--- src/rtl/regwin_direct_wr.sv ---
module regwin_direct_wr #(
  parameter int unsigned AW   = 9,
  parameter int unsigned BASE = 'h120,
  parameter int unsigned WIN  = 22
) (
  input  logic          clk,
  input  logic          rst_n,
  input  logic          sck,
  input  logic          cs_n,
  input  logic          mosi,
  input  logic          mode11,
  input  logic          wen,
  input  logic          rprot,
  input  logic          pio_hicur,
  input  logic [WIN-1:0] ro_map,
  output logic          wr_en,
  output logic [AW-1:0] wr_addr,
  output logic [7:0]    wr_data,
  output logic          wen_clr
);
  localparam int unsigned PW = $clog2(WIN);
  localparam logic [AW:0]   LO = (AW+1)'(BASE);
  localparam logic [AW:0]   HI = (AW+1)'(BASE + WIN);
  localparam logic [AW-1:0] BASE_A = AW'(BASE);
  localparam logic [PW-1:0] LAST = PW'(WIN - 1);

  logic [2:0] sck_q, cs_q;
  logic [1:0] mosi_q;

  always_ff @(posedge clk or negedge rst_n)
    if (!rst_n) begin
      sck_q  <= '0;
      cs_q   <= '1;
      mosi_q <= '0;
    end else begin
      sck_q  <= {sck_q[1:0], sck};
      cs_q   <= {cs_q[1:0], cs_n};
      mosi_q <= {mosi_q[0], mosi};
    end

  wire sel     = ~cs_q[1];
  wire sck_r   = sck_q[1] & ~sck_q[2] & sel;
  wire sck_f   = ~sck_q[1] & sck_q[2] & sel;
  wire cs_fall = ~cs_q[1] & cs_q[2];
  wire cs_rise = cs_q[1] & ~cs_q[2];
  wire bit_in  = mosi_q[1];

  logic          hdr, pend, valid, pp, wrote;
  logic [3:0]    cnt;
  logic [15:0]   sh;
  logic [PW-1:0] ptr;

  wire [AW-1:0] addr_in  = {sh[AW-2:0], bit_in};
  wire          in_win   = ({1'b0, addr_in} >= LO) && ({1'b0, addr_in} < HI);
  wire          commit   = pend && (sck_f || (cs_rise && mode11));
  wire          ok       = commit && valid && wen && !rprot && !ro_map[ptr];
  wire [PW-1:0] ptr_nxt  = pp ? {ptr[PW-1:1], ~ptr[0]}
                              : (ptr == LAST ? '0 : ptr + 1'b1);

  always_ff @(posedge clk or negedge rst_n)
    if (!rst_n) begin
      hdr   <= 1'b1;
      pend  <= 1'b0;
      valid <= 1'b0;
      pp    <= 1'b0;
      wrote <= 1'b0;
      cnt   <= '0;
      sh    <= '0;
      ptr   <= '0;
    end else if (cs_fall) begin
      hdr   <= 1'b1;
      pend  <= 1'b0;
      valid <= 1'b0;
      wrote <= 1'b0;
      cnt   <= '0;
    end else begin
      if (ok) wrote <= 1'b1;
      if (commit) ptr <= ptr_nxt;
      if (commit || cs_rise) pend <= 1'b0;
      if (sck_r) begin
        sh  <= {sh[14:0], bit_in};
        cnt <= cnt + 1'b1;
        if (hdr && cnt == 4'd15) begin
          hdr   <= 1'b0;
          cnt   <= '0;
          valid <= in_win;
          ptr   <= in_win ? PW'(addr_in - BASE_A) : '0;
          pp    <= in_win && (addr_in - BASE_A) < 2 && !pio_hicur;
        end else if (!hdr && cnt == 4'd7) begin
          cnt  <= '0;
          pend <= 1'b1;
        end
      end
    end

  always_ff @(posedge clk or negedge rst_n)
    if (!rst_n) begin
      wr_en   <= 1'b0;
      wr_addr <= '0;
      wr_data <= '0;
      wen_clr <= 1'b0;
    end else begin
      wr_en   <= ok;
      wen_clr <= cs_rise && (wrote || ok);
      if (ok) begin
        wr_addr <= BASE_A + AW'(ptr);
        wr_data <= sh[7:0];
      end
    end
endmodule


--- config.mk ---
export PLATFORM = sky130hd
export DESIGN_NAME = regwin_direct_wr
export DESIGN_NICKNAME = d
export VERILOG_FILES = /design/src/rtl/regwin_direct_wr.sv
export SDC_FILE = /design/constraint.sdc
export NUM_CORES = 1
export LEC_CHECK = 0
export ABC_AREA = 0
export BUFFER_PORTS_ARGS = -buffer_cell sky130_fd_sc_hd__buf_2
export CORE_MARGIN = 3
export CORE_UTILIZATION = 49
export DETAILED_ROUTE_END_ITERATION = 16
export PLACE_DENSITY = 0.76
export SKIP_LAST_GASP = 1
export SYNTH_ARGS = -nofsm -noshare
export SYNTH_HDL_FRONTEND = slang
export SYNTH_SLANG_ARGS = --single-unit
--- constraint.sdc ---
create_clock -name clk -period 2.15 [get_ports clk]
set_clock_uncertainty 0.05 [all_clocks]
set_input_delay 0.1075 -clock clk [delete_from_list [all_inputs] [get_ports clk]]
set_output_delay 0.1075 -clock clk [all_outputs]
set_load 0.005 [all_outputs]
# Word level (Yosys, flattened, before mapping)
# Index checks and enable logic that the tools add are counted.
# W data, S select, Z words.
# totals
register_bits	49
elab_cells	89
# op_classes
n_addsub	5
magnitude_cmp	4
n_eq_ne	3
muxes	25
bitwise_logic	12
n_reduce_logical	25
# op_table
operator	n
$lt A32 B2 Y1 const B	1
$mux W5	6
$mux W4	4
$mux W1	14
$logic_and A1 B1 Y1	12
$sub A9 B9 Y10 const B	1
$add A9 B5 Y9 const A	1
$ge A9 B9 Y1 const B	1
$lt A9 B9 Y1 const B	1
$and A1 B1 Y1	6
$lt A5 B6 Y1 const B	1
$not A1 Y1	6
$reduce_bool A2 Y1	3
$add A5 B1 Y5 const B	1
$bmux W1 S5	1
$eq A5 B5 Y1 const B	1
$sub A5 B1 Y5 const B	1
$add A4 B1 Y4 const B	1
$eq A4 B3 Y1 const B	1
$eq A4 B4 Y1 const B	1
$logic_not A1 Y1	4
$reduce_and A2 Y1	2
$logic_or A1 B1 Y1	3
$reduce_and A3 Y1	1

# Logic depth before layout (Yosys ltp)
# Gate-level depths: netlist of the first run.
# depth
ltp_word	11
ltp_mapped	8

# Least setup slack after synthesis of the first run
# OpenSTA, ideal clock, no wires.
# synth_path
path_type	register -> register
startpoint	reg ptr[0]
endpoint	reg wr_addr[2]
setup_ps	125
arrival_time_ps	1901
required_ps	1975
path_slack_ps	74
path_stages_with_launch	8
cell_sequence	dfrtp_1 -> buf_6 -> mux4_2 -> nand3_1 -> and4_4 -> o221ai_4 -> buf_6 -> mux2_4
# synth_between
elab_chain_len	4
word_cells_on_any_way	5
# synth_lines
element	line	text
from (decl)	51	logic [PW-1:0] ptr;
from (signal assigned)	78	if (commit) ptr <= ptr_nxt;
from (signal assigned)	87	ptr <= in_win ? PW'(addr_in - BASE_A) : '0;
$bmux W1 S5	56	wire ok = commit && valid && wen && !rprot && !ro_map[ptr];
$mux W1 (implied by the code)	56	
$logic_not A1 Y1	56	
$logic_and A1 B1 Y1	56	
to (signal assigned)	106	wr_addr <= BASE_A + AW'(ptr);
to (decl)	17	output logic [AW-1:0] wr_addr,
# Several ways; a longest one is shown, not always the timed one. The select of a mux whose other input is x is not followed.
# A chain may end at the register's enable or synchronous reset.

# Worst setup path in the final report of the first run
# layout_path
startpoint	reg ptr[0]
endpoint	reg wr_data[1]
# layout_between
elab_chain_len	4
# layout_lines
element	line	text
$bmux W1 S5	56	
$mux W1 (implied by the code)	56	
$logic_not A1 Y1	56	
$logic_and A1 B1 Y1	56	
to (signal assigned)	107	wr_data <= sh[7:0];
to (decl)	18	output logic [7:0] wr_data,
# Every way passes these cells. The select of a mux whose other input is x is not followed.

==> results of run 1 <==
[cell usage after synthesis (5+ instances only)]
master	n	area, um^2
a21oi_1	11	55.1
clkbuf_1	5	18.8
dfrtp_1	42	1050
ha_1	5	62.6
inv_1	10	37.5
mux2_2	13	146
mux2_4	6	90.1
mux2i_1	9	90.1
nand2_1	22	82.6
nand3_1	11	55.1
nor2_1	11	41.3
nor2b_1	5	31.3
o21ai_0	15	75.1
[state kept, by name, summed over array words and instances, names as in the netlist, 2 cells and up]
name     flops
cnt          4
cs_q         3
mosi_q       2
ptr          5
sck_q        3
sh           8
wr_addr      6
wr_data      8
[cells by family (layout without fill, tap and decap cells)]
logic type | Yosys count | in the layout | share of synthesized area (%)
and+or+nand+nor | 73 | 73 | 16.0
DFF | 46 | 46 | 48.3
AOI/OAI and AO/OA | 44 | 44 | 12.4
muxes | 29 | 29 | 14.6
buffers and inverters | 22 | 85 | 4.91
adders and majority gates | 5 | 5 | 2.61
xor gates and xnor gates | 3 | 3 | 1.10
other | 1 | 2 | 0.157
[per-layer routing]
metal | vias to the layer above | GRT usage, %
met1 | 926 | 23.4
met5 | - | 0
li1 | 926 | -
met4 | 0 | 5.62
met3 | 5 | 4.98
met2 | 66 | 30.6
[path summary, 6_finish.rpt]
kind	from	end	slack, ns	cells after the start
max	ptr[0]$_DFFE_PN0N_	wr_data[1]$_DFFE_PN0P_	0.13	6
min	pio_hicur	pp$_DFFE_PN0P_	0.17	4
max reg2reg	ptr[0]$_DFFE_PN0N_	wr_data[1]$_DFFE_PN0P_	0.13	6
min reg2reg	sck_q[0]$_DFF_PN0_	sck_q[1]$_DFF_PN0_	0.30	0
max in group asynchronous	rst_n	hdr$_DFFE_PN1P_	1.30	3
min in group asynchronous	rst_n	mosi_q[0]$_DFF_PN0_	0.36	3
[through the flow]
step | cell area (um^2) | hold WS (ns)
floorplan | 2400 | -0.238
global placement | 2750 | 0.162
detailed placement | 2750 | 0.169
CTS | 2890 | 0.162
global route | 2890 | 0.199
finish | 2890 | 0.171
[tightest hold or removal path, stage by stage]
cell     delay [ns]
buf_2          0.07
and4b_1        0.18
nand4_1        0.08
nand2_1        0.05
[report_power, final]
| group | leakage (nW) | switching, W | internal (W) |
|---|---|---|---|
| registers | 0.582 | 0.0000854 | 0.000922 |
| clock network | 0.0452 | 0.000300 | 0.000230 |
| logic | 0.825 | 0.000113 | 0.000122 |
[area by class of cell]
class                   count  area [um^2]
clock buffers               6         72.6
multi-input cells         156         1120
well taps                  65         81.3
repair buffers             67          408
inverters                  10         37.5
fillers                   370         1640
clock inverters             2         13.8
flip-flops and latches     46         1160
[timing repair]
item / 4_1_cts / 5_1_grt
buffers inserted: 1 / 0
hold buffers: 4 / 0
endpoints found under the hold margin: 45 / 0
setup endpoints to repair: 5 / 0
==> results.sh, run 1 <==
export IMPL_netlist_area_um2=2390
export IMPL_maxSlewHeadroom_pct=62.8
export IMPL_setup_ws_ns=0.126
export IMPL_placed_cells=339
export IMPL_cts_tree="yes"
export IMPL_path_max_fanout=14
export IMPL_wl_met2_mm=2.40
export IMPL_clock_latency_ns=0.30
export IMPL_ios=50
export IMPL_track_usage_pct=18.4
export IMPL_rsz0062_at_grt="no"
export IMPL_period_needed_ns=2.02
export IMPL_hpwl_mm=3.71
export IMPL_cts_root_buffer="clkbuf_8"
export IMPL_antenna_found_initial=0
export IMPL_vias_per_cell=5.46
export IMPL_cts_resized=0
export IMPL_syn_area_per_cell_um2=10.7
export IMPL_synth_edf_count=0
export IMPL_cap_violations=0
export IMPL_synth_seq_cells=46
export IMPL_fmax_ghz=0.494
export IMPL_cp_num_buf_inv=1
export IMPL_cts_htree_levels=2
export IMPL_cp_end_kind="flip-flop"
export IMPL_grt_max_degree=47
export IMPL_wl_met1_mm=2.18
export IMPL_dr_wl_met3_um=342
export IMPL_power_leakage_nw=1.45
export IMPL_syn_inst=223
export IMPL_place_ws_ns=-0.0279
export IMPL_numPortBuffers=47
export IMPL_dr_total_vias=1923
export IMPL_final_cells=352
export IMPL_start_util_pct=52.8
export IMPL_critPathTopFamily="multiplexers"
export IMPL_outcome="complete, no violations"
export IMPL_synth_ff_type="dfrtp_1"
export IMPL_drc=0
export IMPL_min_period_over_period_pct=94.1
export IMPL_die_x_um=75.9
export IMPL_path_cells="mux4_2 > nand3_1 > and4_4 > o221ai_4 > buf_12 > mux2_4"
export IMPL_synth_cell_types=47
export IMPL_clkTransAtPathRegs_ns=0.09
export IMPL_fin_setup_tns_ns=0
export IMPL_cp_start_kind="flip-flop"
export IMPL_grt_pass1_wl_mm=8.65
export IMPL_crit_arrival_ns=2.17
export IMPL_postRouteAntennaNets=0
export IMPL_synth_async_sr_flop_share_pct=100
export IMPL_finalNetCount=322
export IMPL_firstDrtPassIters=4
export IMPL_place_congestion=0.805
export IMPL_first_global_vias=1860
export IMPL_cts_buffers=5
export IMPL_worst_pin_slew_ns=0.558
export IMPL_area_delta_synth_final_pct=20.8
export IMPL_slowest_stage="mux4_2"
export IMPL_maxUsedRoutingLayer="met4"
export IMPL_fp_row_count=24
export IMPL_dieArea_um2=5760
export IMPL_ir_drop_uv=457
export IMPL_ys_seq_area_share_pct=48.3
export IMPL_crit_required_ns=2.29
export IMPL_wl_mm=4.97
export IMPL_hold_path_class="in -> reg"
export IMPL_fin_total_pwr_w=0.00177
export IMPL_cts_buffer_depth=2
export IMPL_critPathMaxStageDelay_ns=0.52
export IMPL_final_core_util_pct=63.8
export IMPL_finalHoldViolations=0
export IMPL_fp_dieH_um=75.9
export IMPL_wl_per_cell_um=14.1
export IMPL_drtIter0Drc=71
export IMPL_p_per_area_nw_per_um2=612
export IMPL_layout_common_cells="47 x buf_2, 42 x dfrtp_1, 22 x nand2_1"
export IMPL_layout_commonest_cell="buf_2"
export IMPL_drv_slew=0
export IMPL_setup_violations=0
export IMPL_clock_sinks=46
export IMPL_crit_type="reg -> reg"
export IMPL_core_um2=4530
export IMPL_final_layout_size_suffix_gt1_share_pct=34.5
export IMPL_grt_overflow_total=0
export IMPL_ys_warn_count=0
export IMPL_antenna_cells=0
Note: power is estimated with default switching activity, not from simulation.
==> run 2: changes to the inputs <==
- CORE_UTILIZATION: 49 -> 55
- PLACE_DENSITY: 0.76 -> 0.8
- clock period: 2.15 -> 2.6 ns (I/O delays scaled with it)
==> run 2 against run 1 <==
Via count fell by 5.6%. Global-route usage increased by 0.62 points. Non-clock buffer count fell by 11. Register-to-register slack improved by 0.18 ns. Clock power fell by 16%. Sequential share of layout area increased by 1.5 points. Utilization increased by 4.4 points. Clock-buffer cell count unchanged. Design area down 3.6%. Largest power group unchanged. Highest routed layer unchanged.
==> results.sh, run 2 (synthesis gave the netlist of run 1 again) <==
export IMPL_cp_end_kind="flip-flop"
export IMPL_cp_start_kind="flip-flop"
export IMPL_critPathTopFamily="compound AO/OA/AOI/OAI gates"
export IMPL_path_max_fanout=15
export IMPL_die_x_um=72.0
export IMPL_p_per_area_nw_per_um2=523
export IMPL_area_delta_synth_final_pct=16.5
export IMPL_grt_max_degree=47
export IMPL_reg_top3="sh: 8 flops, wr_data: 8 flops, wr_addr: 6 flops"
export IMPL_wl_per_cell_um=14.0
export IMPL_drc=0
export IMPL_drv_slew=0
export IMPL_final_cells=326
export IMPL_critPathMaxStageDelay_ns=0.54
export IMPL_track_usage_pct=19.0
export IMPL_fmax_ghz=0.436
export IMPL_placed_cells=314
export IMPL_p_sw_share_pct=26.9
export IMPL_grt_overflow_total=0
export IMPL_p_switching_w=0.000393
export IMPL_layout_common_cells="47 x buf_2, 42 x dfrtp_1, 22 x nand2_1"
export IMPL_setup_violations=0
export IMPL_clock_sinks=46
export IMPL_antenna_found_initial=0
export IMPL_cts_htree_levels=2
export IMPL_cap_violations=0
export IMPL_cts_buffers=5
export IMPL_ios=50
export IMPL_cts_tree="yes"
export IMPL_pwr_share_comb_pct=12.0
export IMPL_cp_num_buf_inv=1
export IMPL_path_cells="buf_4 > mux2i_1 > a22oi_1 > nand3_1 > o221ai_4 > mux2_2"
export IMPL_crit_required_ns=2.73
export IMPL_cts_buffer_depth=2
export IMPL_p_clk_share_pct=30.4
export IMPL_numPortBuffers=47
export IMPL_min_period_over_period_pct=88.2
export IMPL_dieArea_um2=5180
export IMPL_clock_latency_ns=0.30
export IMPL_fin_setup_tns_ns=0
export IMPL_first_global_vias=1667
export IMPL_hpwl_mm=3.37
export IMPL_fp_row_count=23
export IMPL_postRouteAntennaNets=0
export IMPL_place_congestion=0.829
export IMPL_crit_arrival_ns=2.43
export IMPL_slowest_stage="o221ai_4"
export IMPL_fp_dieH_um=72.0
export IMPL_rsz0062_at_grt="no"
export IMPL_cts_setup_buffers=0
export IMPL_grt_pass1_wl_mm=7.67
export IMPL_maxSlewHeadroom_pct=36.5
export IMPL_clkTransAtPathRegs_ns=0.08
export IMPL_power_frac_seq_pct=57.5
export IMPL_start_util_pct=58.6
export IMPL_vias_per_cell=5.57
export IMPL_ir_drop_uv=525
export IMPL_period_needed_ns=2.29
export IMPL_final_layout_size_suffix_gt1_share_pct=32.2
export IMPL_antenna_cells=0
export IMPL_power_leakage_nw=1.40
export IMPL_core_um2=4090
export IMPL_dr_total_vias=1816
export IMPL_wl_mm=4.57
export IMPL_hold_path_class="in -> reg"
export IMPL_internal_power_w=0.00107
export IMPL_drtIter0Drc=154
export IMPL_finalNetCount=311
export IMPL_outcome="complete, no violations"
export IMPL_worst_pin_slew_ns=0.953
export IMPL_crit_type="reg -> reg"
export IMPL_finalHoldViolations=0
export IMPL_layout_commonest_cell="buf_2"
export IMPL_firstDrtPassIters=4
export IMPL_cts_root_buffer="clkbuf_8"
-- run 2: cell types whose count changed in the layout (fill, tap and decap cells not counted), sizes merged --
cell	before	now
buf	63	52
clkinv	2	1
clkinvlp	0	1
-- run 2: area by class of cell --
| cell class | instances | area [um^2] |
|---|---|---|
| Inverter | 10 | 37.5 |
| Fill cell | 316 | 1300 |
| Multi-Input combinational cell | 156 | 1120 |
| Clock inverter | 2 | 12.5 |
| Sequential cell | 46 | 1160 |
| Tap cell | 50 | 62.6 |
| Timing Repair Buffer | 56 | 313 |
| Clock buffer | 6 | 82.6 |
-- run 2: final timing paths --
| kind | startpoint | endpoint | slack (ns) | cells after the start |
|---|---|---|---|---|
| worst max-delay path | ptr[0]$_DFFE_PN0N_ | wr_addr[1]$_DFFE_PN0P_ | 0.31 | 6 |
| worst min-delay path | pio_hicur | pp$_DFFE_PN0P_ | 0.21 | 4 |
| worst max register to register | ptr[0]$_DFFE_PN0N_ | wr_addr[1]$_DFFE_PN0P_ | 0.31 | 6 |
| worst min register to register | sck_q[0]$_DFF_PN0_ | sck_q[1]$_DFF_PN0_ | 0.30 | 0 |
| max in group asynchronous | rst_n | wr_addr[1]$_DFFE_PN0P_ | 1.43 | 2 |
| min in group asynchronous | rst_n | mosi_q[0]$_DFF_PN0_ | 0.48 | 2 |
-- run 2: what timing repair did --
item                                   in CTS  in global routing
hold buffers                                4                  0
endpoints found under the hold margin      45                  0
gates resized for setup                     0                  0
-- run 2: power groups by stage --
stage | Combinational [W] | Clock (W) | Sequential (W)
2_1_floorplan | 0.000129 | 0 | 0.000818
3_3_place_gp | 0.000163 | 0 | 0.000851
3_5_place_dp | 0.000170 | 0 | 0.000854
4_1_cts | 0.000177 | 0.000451 | 0.000839
5_1_grt | 0.000201 | 0.000483 | 0.000851
6_report | 0.000175 | 0.000444 | 0.000839
-- run 2: per-stage QoR --
step	hold WS (ns)	instance area (um^2)	util, %	power, W	worst slack (ns)
after floorplan	-0.216	2400	-	0.000947	0.524
after global placement	0.186	2650	64.9	0.00101	0.369
after detailed placement	0.189	2650	64.9	0.00102	0.309
after CTS	0.204	2790	68.2	0.00147	0.302
after global routing	0.228	2790	68.2	0.00154	0.153
final	0.209	2790	68.2	0.00146	0.308
-- run 2: worst reg2reg max path, stage by stage (launching register included) --
cell,delay [ns]
dfrtp_1,0.50
buf_4,0.26
mux2i_1,0.09
a22oi_1,0.14
nand3_1,0.20
o221ai_4,0.54
mux2_2,0.40
-- run 2: per-layer routing --
layer  part of all wire [%]  track usage, %  wire length (um)
met1                     44            25.9              2030
met2                     46            29.6              2090
met3                    8.4            4.71               383
met4                    1.4            7.10                66
met5                      0               0                 0
==> run 3: changes to the inputs <==
--- a/config.mk
+++ b/config.mk
@@ -7,3 +7,3 @@
 export LEC_CHECK = 0
-export ABC_AREA = 0
+export ABC_AREA = 1
 export BUFFER_PORTS_ARGS = -buffer_cell sky130_fd_sc_hd__buf_2
--- a/constraint.sdc
+++ b/constraint.sdc
@@ -4,2 +4,2 @@
 set_output_delay 0.13 -clock clk [all_outputs]
-set_load 0.005 [all_outputs]
+set_load 0.05 [all_outputs]
==> run 3 against run 2 <==
Total power increased by 4.7%. Synthesized cell count increased by 46%. Design area increased by 1.7%. Utilization rose by 0.17 points. Fmax is 5.2% higher. Die area is 2.3% higher. Area after synthesis increased by 2.6%. Clock power decreased by 4%. Setup slack better by 0.11 ns. Largest cell class unchanged.
==> results.sh, run 3 <==
export IMPL_synth_ff_type="dfrtp_1"
export IMPL_fp_row_count=23
export IMPL_cp_start_kind="flip-flop"
export IMPL_cts_htree_levels=2
export IMPL_path_max_fanout=17
export IMPL_drtIter0Drc=107
export IMPL_hpwl_mm=3.60
export IMPL_power_leakage_nw=1.57
export IMPL_period_needed_ns=2.18
export IMPL_grtUsageMet1_pct=27.2
export IMPL_synth_top_area_share_pct=42.8
export IMPL_dr_total_vias=2191
export IMPL_synth_area_leaders="dfrtp_1 43%, nand2_1 17%, nand3_1 8.6%"
export IMPL_cts_tree="yes"
export IMPL_grt_busiest_layer="met2"
export IMPL_clock_latency_ns=0.29
export IMPL_ios=50
export IMPL_drv_slew=0
export IMPL_p_per_area_nw_per_um2=538
export IMPL_vias_per_cell=5.12
export IMPL_reg2reg_slack_ns=0.42
export IMPL_worstSetupStartpoint="ptr[0]$_DFFE_PN0N_"
export IMPL_crit_type="reg -> reg"
export IMPL_rsz0062_at_grt="no"
export IMPL_clock_sinks=46
export IMPL_cts_buffers=5
export IMPL_wl_mm=4.96
export IMPL_reg_top3="sh: 8 flops, wr_data: 8 flops, wr_addr: 6 flops"
export IMPL_synth_seq_cells=46
export IMPL_synth_cell_types=28
export IMPL_crit_required_ns=2.79
export IMPL_synth_edf_count=0
export IMPL_r2r_cells=10
export IMPL_hold_slack_ns=0.176
export IMPL_ir_drop_uv=332
export IMPL_track_usage_pct=20.3
export IMPL_worst_pin_slew_ns=0.969
export IMPL_final_layout_size_suffix_gt1_share_pct=19.8
export IMPL_postRouteAntennaNets=0
export IMPL_area_delta_synth_final_pct=15.4
export IMPL_syn_area_per_cell_um2=7.53
export IMPL_first_global_vias=1965
export IMPL_clkTransAtPathRegs_ns=0.09
export IMPL_met3_usage_pct=4.41
export IMPL_die_x_um=72.8
export IMPL_cp_end_kind="flip-flop"
export IMPL_fmax_ghz=0.459
export IMPL_finalHoldViolations=0
export IMPL_antenna_found_initial=0
export IMPL_layout_commonest_cell="nand2_1"
export IMPL_fp_dieH_um=72.8
export IMPL_place_congestion=0.835
export IMPL_gr_usage_met2_pct=33.2
export IMPL_drc=0
export IMPL_synth_async_sr_flop_share_pct=100
export IMPL_cts_resized=0
export IMPL_setup_violations=0
export IMPL_ys_warn_count=0
export IMPL_regToRegStartpoint="ptr[0]$_DFFE_PN0N_"
export IMPL_r2r_end="wr_data[0]$_DFFE_PN0P_"
export IMPL_grt_pass1_wl_mm=8.51
export IMPL_start_util_pct=59.3
export IMPL_cap_violations=0
export IMPL_min_period_over_period_pct=83.8
export IMPL_ys_seq_area_share_pct=47.1
export IMPL_yosys_cell_count_top_type="nand2_1"
export IMPL_dieArea_um2=5300
export IMPL_maxSlewHeadroom_pct=35.4
export IMPL_cts_buffer_depth=2
export IMPL_crit_arrival_ns=2.37
export IMPL_core_um2=4140
export IMPL_crit_path_end="wr_data[0]$_DFFE_PN0P_"
export IMPL_outcome="complete, no violations"
export IMPL_hold_path_class="in -> reg"
export IMPL_synth_area_leader_cell="dfrtp_1"
export IMPL_netlist_area_um2=2460
export IMPL_wl_per_cell_um=11.6
export IMPL_layout_common_cells="112 x nand2_1, 47 x buf_2, 42 x inv_1, 42 x nand3_1, 42 x dfrtp_1"
export IMPL_ys_top_cells_by_count="112 x nand2_1, 42 x dfrtp_1, 42 x inv_1, 42 x nand3_1"
export IMPL_syn_inst=326
export IMPL_firstDrtPassIters=4
export IMPL_cts_root_buffer="clkbuf_8"
export IMPL_grt_overflow_total=0
export IMPL_antenna_cells=0
export IMPL_fin_setup_tns_ns=0
export IMPL_grt_max_degree=47
export IMPL_numPortBuffers=47
export IMPL_finalNetCount=413
run 3: cell families (layout without fill, tap and decap cells):
kind of cell             Yosys count  count (layout)  share of synthesized area [%]
XOR/XNOR                           3               3                           1.07
buffers and inverters             56             107                           9.93
AND/OR/NAND/NOR                  187             187                           32.3
flip-flops                        46              46                           47.1
other                              1               2                          0.153
AO/OA/AOI/OAI                     28              28                           6.93
adder cells (fa/ha/maj)            5               5                           2.55
run 3: area by class of cell:
type	instances	area (um^2)
inverters	45	169
repair buffers	54	298
flip-flops and latches	46	1160
clock inverters	3	21.3
clock buffers	5	68.8
well taps	50	62.6
fillers	361	1310
multi-input cells	225	1060
run 3: timing repair:
action	4_1_cts	5_1_grt
hold buffers	4	0
hold endpoints to repair	45	0
setup buffers	0	0
run 3: stage by stage:
stage | total power (W) | setup WS, ns | std cells | instance area [um^2] | util [%]
after floorplan | 0.00103 | 1.00 | 327 | 2460 | -
after global placement | 0.00110 | 0.555 | 416 | 2710 | 65.3
after global routing | 0.00163 | 0.192 | 428 | 2840 | 68.4
after detailed placement | 0.00111 | 0.469 | 416 | 2710 | 65.3
final | 0.00153 | 0.421 | 428 | 2840 | 68.4
after CTS | 0.00154 | 0.438 | 428 | 2840 | 68.4
run 3: layer usage:
| metal | share of wire (%) | vias to the layer above |
|---|---|---|
| li1 | - | 1125 |
| met1 | 46 | 1006 |
| met2 | 48 | 52 |
| met3 | 5.7 | 8 |
| met4 | 0.89 | 0 |
| met5 | 0 | - |
run 3: power by group:
part           switching, W  leakage [nW]  internal [W]
logic              0.000170         0.939      0.000101
clock network      0.000238        0.0441      0.000189
registers         0.0000711         0.589      0.000757
run 3: how the worst min path moves through the flow:
stage,startpoint,to,slack [ns],depth (start not counted)
after detailed placement,cs_n,cs_q[0]$_DFF_PN1_,0.19,1
final,pio_hicur,pp$_DFFE_PN0P_,0.18,6
after floorplan,rst_n,cnt[0]$_DFFE_PN0P_,-0.22,0
after global placement,cs_n,cs_q[0]$_DFF_PN1_,0.19,1
after CTS,pio_hicur,pp$_DFFE_PN0P_,0.18,6
after global routing,pio_hicur,pp$_DFFE_PN0P_,0.19,6
run 3: critical path, cell delays in order, from the launching register on:
cell and delay [ns]:
dfrtp_1 0.69, inv_2 0.22, nand2_1 0.10, nand3_1 0.06, nand2_1 0.07, nand2_1 0.04, nand3_1 0.09, nand3_2 0.24
nand2_2 0.35, nand2_1 0.11, nand2_1 0.07
